==> config.mk <==
export PLATFORM = sky130hd
export DESIGN_NAME = adc_tick_gen
export DESIGN_NICKNAME = d
export VERILOG_FILES = /design/src/rtl/adc_tick_pkg.sv /design/src/rtl/adc_tick_cfg.sv /design/src/rtl/adc_tick_stage.sv /design/src/rtl/adc_tick_gen.sv
export SDC_FILE = /design/constraint.sdc
export NUM_CORES = 1
export LEC_CHECK = 0
export ABC_AREA = 1
export BUFFER_PORTS_ARGS = -buffer_cell sky130_fd_sc_hd__buf_4
export CELL_PAD_IN_SITES_DETAIL_PLACEMENT = 0
export CELL_PAD_IN_SITES_GLOBAL_PLACEMENT = 2
export CORE_MARGIN = 3
export CORE_UTILIZATION = 26
export CTS_CLUSTER_SIZE = 20
export DETAILED_ROUTE_END_ITERATION = 16
export PLACE_DENSITY_LB_ADDON = 0.1
export SLEW_MARGIN = 20
export SYNTH_ARGS = -nofsm -noshare
export SYNTH_HDL_FRONTEND = slang
export SYNTH_SLANG_ARGS = --single-unit
==> constraint.sdc <==
create_clock -name clk -period 1.46 [get_ports clk]
set_input_delay 0.292 -clock clk [delete_from_list [all_inputs] [get_ports clk]]
set_output_delay 0.292 -clock clk [all_outputs]
set_load 0.02 [all_outputs]
==> src/rtl/adc_tick_pkg.sv <==
package adc_tick_pkg;
   localparam int unsigned NUM_STAGES = 3;
   typedef enum int unsigned {
      STG_MAIN = 0,
      STG_US10 = 1,
      STG_MS1  = 2
   } stage_e;
endpackage

==> src/rtl/adc_tick_cfg.sv <==
module adc_tick_cfg #(
   parameter int unsigned REG_W  = 32,
   parameter int unsigned USED_W = 24
) (
   input  logic              clk,
   input  logic              rst_n,
   input  logic              we,
   input  logic [REG_W-1:0]  wdata,
   output logic [USED_W-1:0] q,
   output logic [REG_W-1:0]  rdata
);
   always_ff @(posedge clk or negedge rst_n) begin
      if (!rst_n)  q <= '0;
      else if (we) q <= wdata[USED_W-1:0];
   end

   generate
      if (REG_W > USED_W) begin : g_pad
         assign rdata = {{(REG_W-USED_W){1'b0}}, q};
      end else begin : g_full
         assign rdata = q;
      end
   endgenerate
endmodule

==> src/rtl/adc_tick_stage.sv <==
module adc_tick_stage #(
   parameter int unsigned CNT_W = 8
) (
   input  logic             clk,
   input  logic             rst_n,
   input  logic             clr,
   input  logic             en,
   input  logic [CNT_W-1:0] limit,
   output logic             tick
);
   logic [CNT_W-1:0] cnt;
   logic             wrap;

   assign wrap = (cnt == limit);
   assign tick = en & ~clr & wrap;

   always_ff @(posedge clk or negedge rst_n) begin
      if (!rst_n)      cnt <= '0;
      else if (clr)    cnt <= '0;
      else if (en)     cnt <= wrap ? '0 : cnt + 1'b1;
   end
endmodule

==> src/rtl/adc_tick_gen.sv <==
module adc_tick_gen
   import adc_tick_pkg::*;
#(
   parameter int unsigned REG_W   = 32,
   parameter int unsigned FIELD_W = 8
) (
   input  logic             clk,
   input  logic             rst_n,
   input  logic             cfg_we,
   input  logic [REG_W-1:0] cfg_wdata,
   output logic [REG_W-1:0] cfg_rdata,
   output logic             main_tick,
   output logic             us10_tick,
   output logic             ms1_tick
);
   localparam int unsigned USED_W = FIELD_W * NUM_STAGES;

   generate
      if (USED_W > REG_W) begin : g_bad_width
         $error("adc_tick_gen: fields do not fit in the register");
      end
      if (FIELD_W < 1) begin : g_bad_field
         $error("adc_tick_gen: FIELD_W must be at least 1");
      end
   endgenerate

   logic [USED_W-1:0]     cfg_q;
   logic [NUM_STAGES-1:0] stg_en;
   logic [NUM_STAGES-1:0] stg_tick;

   adc_tick_cfg #(.REG_W(REG_W), .USED_W(USED_W)) u_cfg (
      .clk   (clk),
      .rst_n (rst_n),
      .we    (cfg_we),
      .wdata (cfg_wdata),
      .q     (cfg_q),
      .rdata (cfg_rdata)
   );

   // Main stage counts parent cycles; every slower stage counts main enables.
   generate
      for (genvar i = 0; i < NUM_STAGES; i++) begin : g_stage
         if (i == STG_MAIN) begin : g_root
            assign stg_en[i] = 1'b1;
         end else begin : g_cascade
            assign stg_en[i] = stg_tick[STG_MAIN];
         end
         adc_tick_stage #(.CNT_W(FIELD_W)) u_stage (
            .clk   (clk),
            .rst_n (rst_n),
            .clr   (cfg_we),
            .en    (stg_en[i]),
            .limit (cfg_q[i*FIELD_W +: FIELD_W]),
            .tick  (stg_tick[i])
         );
      end
   endgenerate

   assign main_tick = stg_tick[STG_MAIN];
   assign us10_tick = stg_tick[STG_US10];
   assign ms1_tick  = stg_tick[STG_MS1];
endmodule

==> summary.md <==
| Metric | Value |
|---|---|
| CTS Buffer Depth | 2 |
| DRC viols | 0 |
| Failing checks | negative setup slack |
| Worst min-delay path class | in2reg |
| Count of cell types in the netlist | 20 |
| RSZ-0062 raised after global routing | true |
| Most used cell, CP | buf_6 |
| Slowest CP cell | dfrtp_2 |
| Crit path DAT | 1600 ps |
| Die Area | 11800 µm² |
| Synth Area in XOR/XNOR | 4.16% |
| Row count | 36 |
| Area of the multi-input gates | 1420 µm² |
| Highest Clock Rate | 528 MHz |
| Total wire length | 7330 µm |
| Worst-path fanout max | 2 |
| Routed Antenna Nets | 0 |
| Sequential element share of the synthesized area | 43.9% |
| Die Ht | 109 µm |
| Max Slew Vio Count | 0 |
| Flip-flop and latch area | 1210 µm² |
| Reg2reg end | g_stage[0].u_stage.cnt[5] |
| Final instance area | 3940 µm² |
| Core ar. | 10000 µm² |
| Clock-pin slew on the worst setup and hold paths | 90 ps |
| Worst hold path startpoint | cfg_wdata[3] |
| Max cap viols | 0 |
| I/O pins | 70 |
| Post-Syn Area | 2740 µm² |
| Final period utilization | 130% |
| Drt initial violations | 72 |
| Pin count of the biggest net entering global routing | 34 |
| Fin. Hold Viols | 0 |
| Pwr/cell area | 755 nW/µm² |
| Yosys reg bits | 48 |
| Setup ws final | -435 ps |
| Critical-path cell list | xnor2_2 -> nand2_2 -> nor2_4 -> buf_6 -> nand2_8 -> nor2_8 -> buf_6 |
| Final HPWL DP | 5380 µm |
| Skew-Pair Late Insertion Delay | 300 ps |
| Synth top area share | 43.9% |
| Gpl congestion | 0.762 |
| Post-synthesis adder-cell area fraction | 1.37% |
| Mux share of post-synthesis cell area | 0% |
| Port Buffers | 53 |
| Worst r2r src | u_cfg.q[3] |
| Setup_tns | -5560 ps |
| Layout cell share with drive strength beyond 1 | 32.4% |
| CTS Buf Count | 5 |
| Tot Pwr | 0.00298 W |
| Status | complete, but fails checks |
| Pre-antenna DRT Iters | 4 |
| Nets | 528 |
| Peak supply drop | 0.334 mV |
| CTS tree | done |
| Largest family of logic cells by synthesized area | simple AND/OR/NAND/NOR gates |
| CP Launch Type | flop |
| DR WL/cell | 11.7 µm |
| Crit Path Class | reg2out |
| Met1 WL | 3450 µm |
| Total Routing Usage GR | 13.3% |
| Worst Hold Path EP | u_cfg.q[3] |
| Fillers | 1076 |
| Root buffer cell | clkbuf_8 |
| Initial Util | 27.4% |
| Fin util | 39.4% |
| Die X-Extent | 109 µm |
| Synthesized-area fraction occupied by and/or/nand/nor cells | 33.9% |
| Period minus WS final | 1890 ps |
| Area leader, netlist | dfrtp_1 |
| Via density | 4.18 |
| Area growth from synthesis to layout | 44.0% |
| Antenna cells | 0 |
| WHS Path Cells | 3 |
| Met3 Wirelength | 251 µm |
| Count of final setup violators | 27 |
| Main area contributors after synthesis | dfrtp_1 (44%), nand2_1 (21%), inv_1 (7.0%), o21ai_0 (5.1%), nor2_1 (4.9%) |
| Total gr overflow | 0 |
| R2R Setup Slk | -200 ps |
| Synthesized instance count | 390 |
| Yosys Warn Count | 0 |
| Global-route wire length before repair | 12300 µm |
| Vias in the first global route | 2563 |
| Top Layer Used | met4 |
| Leakage | 2.07 nW |
| Initial antenna violation count | 0 |
| Dpl cell area | 3600 µm² |
| Clock skew | 6.18 ps |
| # H-tree levels | 2 |
| Compound-cell area share of the yosys netlist | 5.12% |
| Average cell area after synthesis | 7.02 µm² |
| Critical Path RT | 1170 ps |
| CP peak stage delay | 440 ps |
| CTS sink cnt | 48 |
| Setup crit end kind | output pin |
| Met2 wire len | 3510 µm |
| Reg2Reg Depth | 10 |
| Total number of vias | 2610 |
-- critical path, delay by kind of cell, from the launching register on --
kind          cells  cell delay (ps)
simple gates      4              420
xor+xnor          1              170
buf+inv           2              260
flops             1              440
-- layout by cell type (no fill, tap or decap), types with 8 or more instances in the layout --
cell	instances
buf_4	90
buf_6	9
conb_1	8
dfrtp_1	40
dfrtp_2	8
inv_1	47
nand2_1	146
nand3_1	13
nand3_2	11
nor2_1	29
nor2_2	8
o21ai_0	28
-- area by class of cell --
class                      count  share of cell area [%]
multi-input combinational    278                    36.1
sequential                    48                    30.7
timing repair buffer         103                    21.4
inverter                      54                    5.14
tap                          133                    4.22
clock buffer                   7                    2.19
clock inverter                 1                   0.191
-- synth_stat cells (all sizes together) --
cell type	count
buf	11
clkbuf	6
conb	1
dfrtp	48
ha	3
inv	54
nand2	153
nand3	25
nand4	4
nor2	41
nor3	3
o21ai	28
xnor2	7
xor2	6
-- layer usage --
layer	global-route usage (%)	up-vias
met1	17.8	1197
met4	3.79	0
met3	2.45	8
li1	-	1367
met5	0	-
met2	22.0	38
-- state kept, by name (all words and copies together) (netlist names) --
| name | cells |
|---|---|
| g_stage.u_stage.cnt | 24 |
| u_cfg.q | 24 |
-- where the power goes --
part	total [W]	switching (W)	internal (W)	leakage [nW]
registers	0.00146	0.0000561	0.00140	0.615
logic	0.000656	0.000364	0.000292	1.41
clock network	0.000863	0.000477	0.000386	0.0445
total	0.00298	0.000897	0.00208	2.07
-- worst max-delay path by stage --
stage	endpoint	cells past startpoint	from	slack (ps)
after floorplan	main_tick	6	u_cfg.q[6]	-70
after global placement	ms1_tick	8	u_cfg.q[7]	-160
after detailed placement	ms1_tick	8	u_cfg.q[7]	-160
after CTS	ms1_tick	6	u_cfg.q[3]	-440
after global routing	main_tick	7	u_cfg.q[3]	-520
final	main_tick	7	u_cfg.q[3]	-430
-- what timing repair did --
| action | in CTS | in global routing |
|---|---|---|
| hold buffers | 1 | 0 |
| pin swaps | 6 | 7 |
| endpoints found under the hold margin | 23 | 0 |
| gates resized for setup | 17 | 30 |
| endpoints found under the setup margin | 26 | 27 |
| setup buffers | 3 | 4 |
-- kinds of logic after synthesis --
kind of cell	Yosys count
flops	48
other cells	1
simple gates	226
buf+inv	71
compound gates	28
xor+xnor	13
fa+ha+maj	3
-- metrics by stage --
step | cells | hold slack, ps | worst slack (ps)
2_1_floorplan | 397 | -3.59 | -65.0
3_3_place_gp | 608 | 244 | -161
3_5_place_dp | 608 | 244 | -162
4_1_cts | 620 | 175 | -435
5_1_grt | 624 | 185 | -521
6_report | 624 | 183 | -435
Power figures use the tool's default switching activity.
